File: src/rtl/cap_pkg.sv
package cap_pkg;
  typedef enum logic [2:0] {
    PH_IDLE = 3'd0,
    PH_PRE  = 3'd1,
    PH_WAIT = 3'd2,
    PH_POST = 3'd3,
    PH_DONE = 3'd4
  } phase_e;
endpackage

File: src/rtl/evt_filter.sv
module evt_filter #(
  parameter int MIN_PULSE = 10
) (
  input  logic clk_i,
  input  logic rst_ni,
  input  logic line_i,
  output logic rise_o,
  output logic fall_o
);
  localparam int CW = $clog2(MIN_PULSE + 1);

  logic s1, s2, filt, filt_q;
  logic [CW-1:0] cnt;

  always_ff @(posedge clk_i or negedge rst_ni) begin
    if (!rst_ni) begin
      s1 <= 1'b0; s2 <= 1'b0; filt <= 1'b0; filt_q <= 1'b0; cnt <= '0;
    end else begin
      s1 <= line_i;
      s2 <= s1;
      filt_q <= filt;
      if (s2 == filt) cnt <= '0;
      else if (cnt == CW'(MIN_PULSE - 1)) begin
        filt <= s2;
        cnt  <= '0;
      end else cnt <= cnt + 1'b1;
    end
  end

  assign rise_o = filt & ~filt_q;
  assign fall_o = ~filt & filt_q;
endmodule

File: src/rtl/evt_pick.sv
module evt_pick (
  input  logic src_i,
  input  logic edge_i,
  input  logic rise_i,
  input  logic fall_i,
  input  logic sw_i,
  output logic fire_o
);
  always_comb begin
    if (src_i) fire_o = sw_i;
    else       fire_o = edge_i ? fall_i : rise_i;
  end
endmodule

File: src/rtl/cap_fsm.sv
module cap_fsm
  import cap_pkg::*;
#(
  parameter int ADDR_W = 10
) (
  input  logic              clk_i,
  input  logic              rst_ni,
  input  logic              abort_i,
  input  logic              valid_i,
  input  logic              arm_fire_i,
  input  logic              trig_fire_i,
  input  logic [ADDR_W:0]   pre_len_i,
  input  logic [ADDR_W:0]   post_len_i,
  output logic              wr_en_o,
  output logic [ADDR_W-1:0] wr_addr_o,
  output logic [ADDR_W-1:0] trig_addr_o,
  output phase_e            phase_o,
  output logic              done_o
);
  phase_e            phase;
  logic [ADDR_W:0]   cnt;
  logic [ADDR_W-1:0] addr;

  always_comb begin
    unique case (phase)
      PH_PRE, PH_WAIT: wr_en_o = valid_i;
      PH_POST:         wr_en_o = valid_i && (cnt < post_len_i);
      default:         wr_en_o = 1'b0;
    endcase
  end

  always_ff @(posedge clk_i or negedge rst_ni) begin
    if (!rst_ni) addr <= '0;
    else if (phase == PH_IDLE && arm_fire_i) addr <= '0;
    else if (wr_en_o) addr <= addr + 1'b1;
  end

  always_ff @(posedge clk_i or negedge rst_ni) begin
    if (!rst_ni) begin
      phase       <= PH_IDLE;
      cnt         <= '0;
      trig_addr_o <= '0;
    end else if (abort_i) begin
      phase <= PH_IDLE;
    end else begin
      unique case (phase)
        PH_IDLE: if (arm_fire_i) begin
          phase <= PH_PRE;
          cnt   <= '0;
        end
        PH_PRE: begin
          if (cnt >= pre_len_i) phase <= PH_WAIT;
          else if (wr_en_o)     cnt   <= cnt + 1'b1;
        end
        PH_WAIT: if (trig_fire_i) begin
          phase       <= PH_POST;
          cnt         <= '0;
          // a write in this cycle still belongs to the pre-trigger data
          trig_addr_o <= addr + {{(ADDR_W-1){1'b0}}, wr_en_o};
        end
        PH_POST: begin
          if (cnt >= post_len_i) phase <= PH_DONE;
          else if (wr_en_o)      cnt   <= cnt + 1'b1;
        end
        default: ;
      endcase
    end
  end

  assign wr_addr_o = addr;
  assign phase_o   = phase;
  assign done_o    = (phase == PH_DONE);
endmodule

File: src/rtl/sub_tap.sv
module sub_tap #(
  parameter int DECIM_W = 8,
  parameter bit EN      = 1'b1
) (
  input  logic               clk_i,
  input  logic               rst_ni,
  input  logic               clr_i,
  input  logic               wr_en_i,
  input  logic [DECIM_W-1:0] decim_i,
  output logic               mon_o
);
  generate
    if (EN) begin : g_tap
      logic [DECIM_W-1:0] dcnt;
      logic [DECIM_W:0]   nxt;
      assign nxt   = {1'b0, dcnt} + 1'b1;
      assign mon_o = wr_en_i && (dcnt == '0);
      always_ff @(posedge clk_i or negedge rst_ni) begin
        if (!rst_ni)      dcnt <= '0;
        else if (clr_i)   dcnt <= '0;
        else if (wr_en_i) dcnt <= (nxt >= {1'b0, decim_i}) ? '0 : nxt[DECIM_W-1:0];
      end
    end else begin : g_off
      assign mon_o = 1'b0;
    end
  endgenerate
endmodule

File: src/rtl/phased_capture.sv
module phased_capture
  import cap_pkg::*;
#(
  parameter int ADDR_W    = 10,
  parameter int MIN_PULSE = 10,
  parameter int DECIM_W   = 8,
  parameter bit SUB_EN    = 1'b1
) (
  input  logic               clk_i,
  input  logic               rst_ni,
  input  logic               abort_i,
  input  logic               sample_valid_i,
  input  logic               dig_evt_i,
  input  logic               sw_evt_i,
  input  logic               arm_src_i,
  input  logic               arm_edge_i,
  input  logic               trig_src_i,
  input  logic               trig_edge_i,
  input  logic [ADDR_W:0]    pre_len_i,
  input  logic [ADDR_W:0]    post_len_i,
  input  logic [DECIM_W-1:0] decim_i,
  output logic               wr_en_o,
  output logic [ADDR_W-1:0]  wr_addr_o,
  output logic [ADDR_W-1:0]  trig_addr_o,
  output logic [2:0]         phase_o,
  output logic               done_o,
  output logic               mon_valid_o
);
  logic   d_rise, d_fall, arm_fire, trig_fire;
  phase_e phase;

  evt_filter #(.MIN_PULSE(MIN_PULSE)) u_filt (
    .clk_i, .rst_ni, .line_i(dig_evt_i), .rise_o(d_rise), .fall_o(d_fall)
  );

  evt_pick u_arm (
    .src_i(arm_src_i), .edge_i(arm_edge_i), .rise_i(d_rise), .fall_i(d_fall),
    .sw_i(sw_evt_i), .fire_o(arm_fire)
  );

  evt_pick u_trig (
    .src_i(trig_src_i), .edge_i(trig_edge_i), .rise_i(d_rise), .fall_i(d_fall),
    .sw_i(sw_evt_i), .fire_o(trig_fire)
  );

  cap_fsm #(.ADDR_W(ADDR_W)) u_fsm (
    .clk_i, .rst_ni, .abort_i, .valid_i(sample_valid_i),
    .arm_fire_i(arm_fire), .trig_fire_i(trig_fire),
    .pre_len_i, .post_len_i, .wr_en_o, .wr_addr_o, .trig_addr_o,
    .phase_o(phase), .done_o
  );

  sub_tap #(.DECIM_W(DECIM_W), .EN(SUB_EN)) u_tap (
    .clk_i, .rst_ni, .clr_i(phase == PH_IDLE), .wr_en_i(wr_en_o),
    .decim_i, .mon_o(mon_valid_o)
  );

  assign phase_o = phase;
endmodule

File: config.mk
export PLATFORM = sky130hd
export DESIGN_NAME = phased_capture
export DESIGN_NICKNAME = d
export VERILOG_FILES = /design/src/rtl/cap_pkg.sv /design/src/rtl/evt_filter.sv /design/src/rtl/evt_pick.sv /design/src/rtl/cap_fsm.sv /design/src/rtl/sub_tap.sv /design/src/rtl/phased_capture.sv
export SDC_FILE = /design/constraint.sdc
export NUM_CORES = 1
export LEC_CHECK = 0
export ABC_AREA = 1
export BUFFER_PORTS_ARGS = -buffer_cell sky130_fd_sc_hd__buf_4
export CORE_MARGIN = 2
export CORE_UTILIZATION = 47
export DETAILED_ROUTE_END_ITERATION = 10
export PLACE_DENSITY = 0.68
export SLEW_MARGIN = 40
export SYNTH_ARGS = -nofsm -noshare
export SYNTH_HDL_FRONTEND = slang
export SYNTH_SLANG_ARGS = --single-unit
File: constraint.sdc
create_clock -name clk_i -period 3.2 [get_ports clk_i]
set_clock_uncertainty 0.1 [all_clocks]
set_input_delay 0.64 -clock clk_i [delete_from_list [all_inputs] [get_ports clk_i]]
set_output_delay 0.64 -clock clk_i [all_outputs]
set_load 0.02 [all_outputs]
==> run_results.csv, run 1 <==
group,metric,value,unit
global_routing,antenna_found_initial,0,
setup_path,cp.arrival,2.28,ns
die,die_h,96.13,um
timing,max_freq,331.3,MHz
timing,rsz0062_at_grt,"false",
global_routing,grt_start_max_net_pins,51,
synth,ys_ff_latch,50,
layout,drive_gt1_frac,0.1964,
global_routing,grt_pass1_wl,14.88,mm
detailed_routing,drc_errors,0,
cts,clk_latency,0.30,ns
timing,hold_violations,0,
setup_path,critPathLaunchType,"register",
timing,tightestPinTransition,0.6347,ns
timing,tns,0,ns
synth,synth_largest_area_cell,"dfrtp_1",
synth,avgSynthCellArea,7.213,um2
setup_path,r2r-start,"u_fsm.cnt[9]$_DFFE_PN0P_",
synth,synth-edff-count,0,
power,power_density,461.2,mW/mm2
die,die-area,0.009240,mm2
timing,fin_crit,3.018,ns
layout,diodes,0,
setup_path,required,2.46,ns
setup_path,cp_cell_sequence,"ha_1, nand2_1, inv_2, nand2_1, nand2_1, a21oi_2, nand4_2, nand2_4, buf_4, buf_4",
timing,max-slew-margin-rel,0.5768,
power,ir_drop,0.0002450,V
place,routabilityCongestion,0.8957,
run_status,outcome,"completed",
timing,slew_viol_final,0,
setup_path,path_max_fanout,12,
setup_path,r2r_setup_slack,0.38,ns
layout,n_fill_cell,773,
layout,final_net_count,693,
global_routing,grt_util_all_layers,0.2012,
setup_path,end_kind,"output pin",
cts,cts-resized-gates,0,
setup_path,critical_path.endpoint,"wr_en_o",
cts,clockBufferDepth,2,
synth,synthCells,553,
setup_path,crit_type,"register to output pin",
synth,syn_area,0.003989,mm2
synth,synth.distinct_cells,34,
synth,syn-num-nets,631,
synth,ys_seq_area_frac,0.3137,
run,maxCapViolCount,0,
setup_path,r2r_end,"u_fsm.trig_addr_o[8]$_DFFE_PN0P_",
detailed_routing,wl_per_cell,11.84,um
timing,holdWs,0.2461,ns
die,start_util,0.4855,
synth,yosys_warnings,0,
die,core-area,0.008217,mm2
cts,clock_sinks,50,
synth,ys.flop_type,"dfrtp_1",
cts,cts_hold_buf,0,
setup_path,crit_top_cell,"nand2_1",
cts,cts_inserted_buffers,5,
worst_hold_path,min_path_type,"primary input to asynchronous set/reset pin",
detailed_routing,drt_iter0_markers,190,
place,dpl.hpwl,6.687,mm
power,p_leak,2.585,nW
die,num_rows,33,
timing,final.period_utilization,0.9432,
setup_path,rr_worst_depth,14,
die,ios,66,
die,die-width,96.13,um
synth,synthTopCellsByArea,"dfrtp_1 (31%), nand2_1 (13%), ha_1 (12%)",
global_routing,overflow,0,
detailed_routing,route.antenna.remaining_nets,0,
global_routing,grt_pass1_vias,3462,
cts,cts_tree,"yes",
detailed_routing,dr.pass1.iters,4,
cts,htree_levels,2,
cts,clk_pin_slew,0.10,ns
timing,setup-violations-final,0,
cts,cts-root-buf,"clkbuf_8",
cts,cts_setup_buffers,0,
detailed_routing,avgViaCountPerCell,4.976,
setup_path,startpoint,"u_fsm.cnt[9]$_DFFE_PN0P_",
synth,synth_top_area_frac,0.3137,
synth,synthArstFlopShare,1.000,
layout,area_delta_synth_final,16.22,%
detailed_routing,drt_wl_total,8.538,mm
detailed_routing,vias,3588,
setup_path,max_stage_delay,0.48,ns
setup_path,critPathSlowestCell,"dfrtp_1",
place,port_buffers,65,
## report_power, final
| part | internal [mW] | switching, mW |
|---|---|---|
| combinational | 0.309 | 0.574 |
| sequential | 0.705 | 0.105 |
| clock | 0.233 | 0.213 |
| total | 1.25 | 0.892 |
## cell usage in the layout (no fill, tap or decap), types with 3 or more instances in the layout
cell type | synthesis | final
inv_1 | 85 | 85
nand3b_1 | 6 | 6
o21ai_0 | 14 | 14
clkbuf_8 | 0 | 5
ha_1 | 38 | 38
nand2_1 | 135 | 135
nand3_1 | 51 | 51
xnor2_1 | 8 | 8
nand4_1 | 9 | 9
nand2_2 | 18 | 18
nor2_1 | 50 | 50
dfrtp_1 | 50 | 50
a21oi_1 | 16 | 16
inv_2 | 9 | 9
xor2_1 | 16 | 16
nor4_1 | 3 | 3
nand3_2 | 5 | 5
o21ai_1 | 6 | 6
nor2_2 | 6 | 6
buf_4 | 1 | 66
## Yosys cell counts, types with 3 or more instances
library cell and instances:
nand4_1 9, buf_2 7, nor4_1 3, nand2_2 18, nand3_2 5, dfrtp_1 50, nand3b_1 6, xor2_1 16
o21ai_1 6, a21oi_1 16, nor2_2 6, xnor2_1 8, inv_1 85, o21ai_0 14, ha_1 38, inv_2 9
nand2_1 135, nand3_1 51, nor2_1 50
## sequential cells by signal, indices dropped and copies added, names as in the netlist
signal / flops
u_filt.s1: 1
u_filt.cnt: 4
u_fsm.cnt: 11
u_fsm.phase_o: 3
u_tap.g_tap.dcnt: 8
u_fsm.trig_addr_o: 10
u_fsm.wr_addr_o: 10
u_filt.s2: 1
u_filt.filt: 1
u_filt.filt_q: 1
## worst max-delay path, delay by kind of cell, from the launching register on
family	cells	cell delay, ns
flip-flops	1	0.48
AO/OA/AOI/OAI	1	0.15
AND/OR/NAND/NOR	5	0.59
adder cells (fa/ha/maj)	1	0.31
buffers and inverters	3	0.45
## kinds of logic after synthesis
kind of cell | after synthesis | share of synthesized area
simple gates | 295 | 0.3494
buf+inv | 107 | 0.1139
flops | 50 | 0.3137
compound gates | 39 | 0.05113
fa+ha+maj | 38 | 0.1192
xor+xnor | 24 | 0.05270
## worst min path at each step
stage / end
2_1_floorplan: u_filt.s2$_DFF_PN0_
3_3_place_gp: u_filt.s2$_DFF_PN0_
3_5_place_dp: u_filt.s2$_DFF_PN0_
4_1_cts: u_fsm.wr_addr_o[8]$_DFFE_PN0P_
5_1_grt: u_filt.s2$_DFF_PN0_
6_report: u_fsm.trig_addr_o[4]$_DFFE_PN0P_
## metal layers
layer / share of wire / GRT usage
met1: 0.48 / 0.2614
met2: 0.47 / 0.3420
met3: 0.040 / 0.02741
met4: 0.016 / 0.07024
met5: 0 / 0
## through the flow
| stage | total power [mW] | utilization | worst slack (ns) | cell area (um2) | instances |
|---|---|---|---|---|---|
| floorplan | 1.467 | - | 0.2441 | 3989 | 553 |
| global placement | 1.686 | 0.5503 | 0.1972 | 4522 | 713 |
| detailed placement | 1.709 | 0.5503 | 0.1239 | 4522 | 713 |
| CTS | 2.163 | 0.5642 | 0.1855 | 4636 | 721 |
| global route | 2.321 | 0.5642 | 0.04562 | 4636 | 721 |
| finish | 2.138 | 0.5642 | 0.1818 | 4636 | 721 |
## final cells by class
| cell class | count | area, um2 | share of cell area |
|---|---|---|---|
| Clock buffer | 5 | 68.82 | 0.01484 |
| Clock inverter | 3 | 45.04 | 0.009717 |
| Inverter | 96 | 360.3 | 0.07773 |
| Multi-Input combinational cell | 396 | 2283 | 0.4926 |
| Sequential cell | 50 | 1251 | 0.2699 |
| Tap cell | 105 | 131.4 | 0.02834 |
| Timing Repair Buffer | 66 | 495.5 | 0.1069 |
(Power assumes the default switching activity.)
==> run 2: changes to the inputs <==
==> constraint.sdc (replaced) <==
create_clock -name clk_i -period 3.2 [get_ports clk_i]
set_clock_uncertainty 0.1 [all_clocks]
set_input_delay 0.16 -clock clk_i [delete_from_list [all_inputs] [get_ports clk_i]]
set_output_delay 0.16 -clock clk_i [all_outputs]
set_load 0.02 [all_outputs]
==> run 2 against run 1 <==
Effect of this change:
- critical endpoint is now u_fsm.trig_addr_o[8]$_DFFE_PN0P_
- worst setup slack better by 0.34 ns
- non-clock buffer count is 2 higher
- via count is 0.72% higher
- hold slack lost 0.16 ns
- fmax grew 13%
- clock power is 14% lower
- global-route usage grew 1.3 points
- sequential share of layout area hardly changed
- count of clock-buffer cells in the layout unchanged
- sequential power about the same
- register-to-register slack better by 0.14 ns
- largest power group unchanged
- combinational power increased by 3.1%
==> run_results.csv, run 2 (synthesis gave the netlist of run 1 again) <==
group,metric,value,unit
run_status,outcome,"completed",
timing,final.period_utilization,0.8361,
timing,setup-violations-final,0,
cts,clock_sinks,50,
detailed_routing,avgViaCountPerCell,4.999,
detailed_routing,drt_iter0_markers,147,
power,power_density,454.5,mW/mm2
timing,rsz0062_at_grt,"false",
power,fin_total_pwr,2.107,mW
cts,cts-root-buf,"clkbuf_8",
timing,fin_ws,0.5246,ns
detailed_routing,drt_wl_total,9.154,mm
place,dpl.hpwl,7.117,mm
setup_path,r2r-start,"u_fsm.cnt[10]$_DFFE_PN0P_",
power,p_leak,2.584,nW
timing,tightestPinTransition,0.6453,ns
timing,hold_violations,0,
die,start_util,0.4855,
worst_hold_path,holdCritStartpoint,"abort_i",
detailed_routing,vias,3614,
layout,final_common_cell,"nand2_1",
global_routing,grt_util_all_layers,0.2140,
setup_path,startpoint,"u_fsm.cnt[10]$_DFFE_PN0P_",
die,die-area,0.009240,mm2
setup_path,path_max_fanout,4,
setup_path,critPathLaunchType,"register",
global_routing,antenna_found_initial,0,
global_routing,overflow,0,
global_routing,grt_pass1_vias,3623,
place,place_ws,0.5359,ns
cts,clk_pin_slew,0.10,ns
die,num_rows,33,
layout,fin_cells,723,
layout,final_util,0.5640,
die,ios,66,
layout,drive_gt1_frac,0.1958,
worst_hold_path,min_path_type,"primary input to register",
detailed_routing,drc_errors,0,
cts,cts_hold_buf,2,
global_routing,grt_pass1_wl,15.79,mm
run,maxCapViolCount,0,
cts,cts-resized-gates,0,
timing,holdWs,0.08626,ns
die,core-area,0.008217,mm2
layout,final_net_count,695,
detailed_routing,wl_per_cell,12.66,um
cts,clockBufferDepth,2,
layout,diodes,0,
timing,slew_viol_final,0,
layout,postLayoutCellArea,0.004634,mm2
setup_path,end_kind,"register",
layout,area_delta_synth_final,16.19,%
setup_path,required,3.28,ns
detailed_routing,route.antenna.remaining_nets,0,
setup_path,cp.arrival,2.76,ns
layout,largest_reg_flops,11,
timing,max-slew-margin-rel,0.5698,
cts,htree_levels,2,
die,die_h,96.13,um
detailed_routing,dr.pass1.iters,4,
global_routing,grt_start_max_net_pins,51,
power,ir_drop,0.0002475,V
timing,fin_crit,2.675,ns
layout,regMostFlops,"u_fsm.cnt",
place,routabilityCongestion,0.8601,
place,place_area,0.004522,mm2
cts,clk_latency,0.31,ns
die,die-width,96.13,um
setup_path,crit_type,"register to register",
layout,layout_common_cells,"nand2_1 (135), inv_1 (85), buf_4 (66)",
cts,cts_setup_buffers,0,
place,port_buffers,65,
timing,tns,0,ns
cts,cts_inserted_buffers,5,
place,dp_cells,713,
cts,cts_tree,"yes",
timing,max_freq,373.8,MHz
## run 2: area by class of cell
| cell class | count | area, um2 |
|---|---|---|
| clock buffer | 5 | 68.82 |
| clock inverter | 3 | 23.77 |
| inverter | 96 | 360.3 |
| multi-input combinational | 396 | 2283 |
| tap | 105 | 131.4 |
| sequential | 50 | 1251 |
| fill | 794 | 3582 |
| timing repair buffer | 68 | 515.5 |
## run 2: layer usage
layer / up-vias / wire (um) / global-route usage
li1: 1866 / - / -
met1: 1655 / 4234 / 0.2771
met2: 80 / 4408 / 0.3738
met3: 13 / 392 / 0.02897
met4: 0 / 118 / 0.05595
met5: - / 0 / 0
## run 2: path summary, 6_finish.rpt
check                                                   endpoint  slack (ns)  depth (start not counted)
worst min register to register               u_filt.s2$_DFF_PN0_        0.27                          0
min in group asynchronous       u_fsm.trig_addr_o[1]$_DFFE_PN0P_        0.31                          2
max in group asynchronous         u_fsm.wr_addr_o[9]$_DFFE_PN0P_        2.26                          2
worst max register to register  u_fsm.trig_addr_o[8]$_DFFE_PN0P_        0.52                         14
worst max-delay path            u_fsm.trig_addr_o[8]$_DFFE_PN0P_        0.52                         14
worst min-delay path                u_fsm.phase_o[0]$_DFFE_PN0P_        0.09                          4
## run 2: worst max-delay path, stage by stage, from the launching register on
cell and delay [ns]:
dfrtp_1 0.44, ha_1 0.32, nand2_1 0.12, inv_2 0.05
nand2_1 0.06, nand2_1 0.07, a21oi_2 0.15, nand4_2 0.15
nand2_4 0.09, ha_1 0.17, ha_1 0.20, nand3_1 0.11
nor4_1 0.26, xnor2_1 0.16, o21ai_0 0.10
## run 2: power breakdown
group | internal (mW) | switching [mW]
clock | 0.157 | 0.228
sequential | 0.704 | 0.107
combinational | 0.311 | 0.600
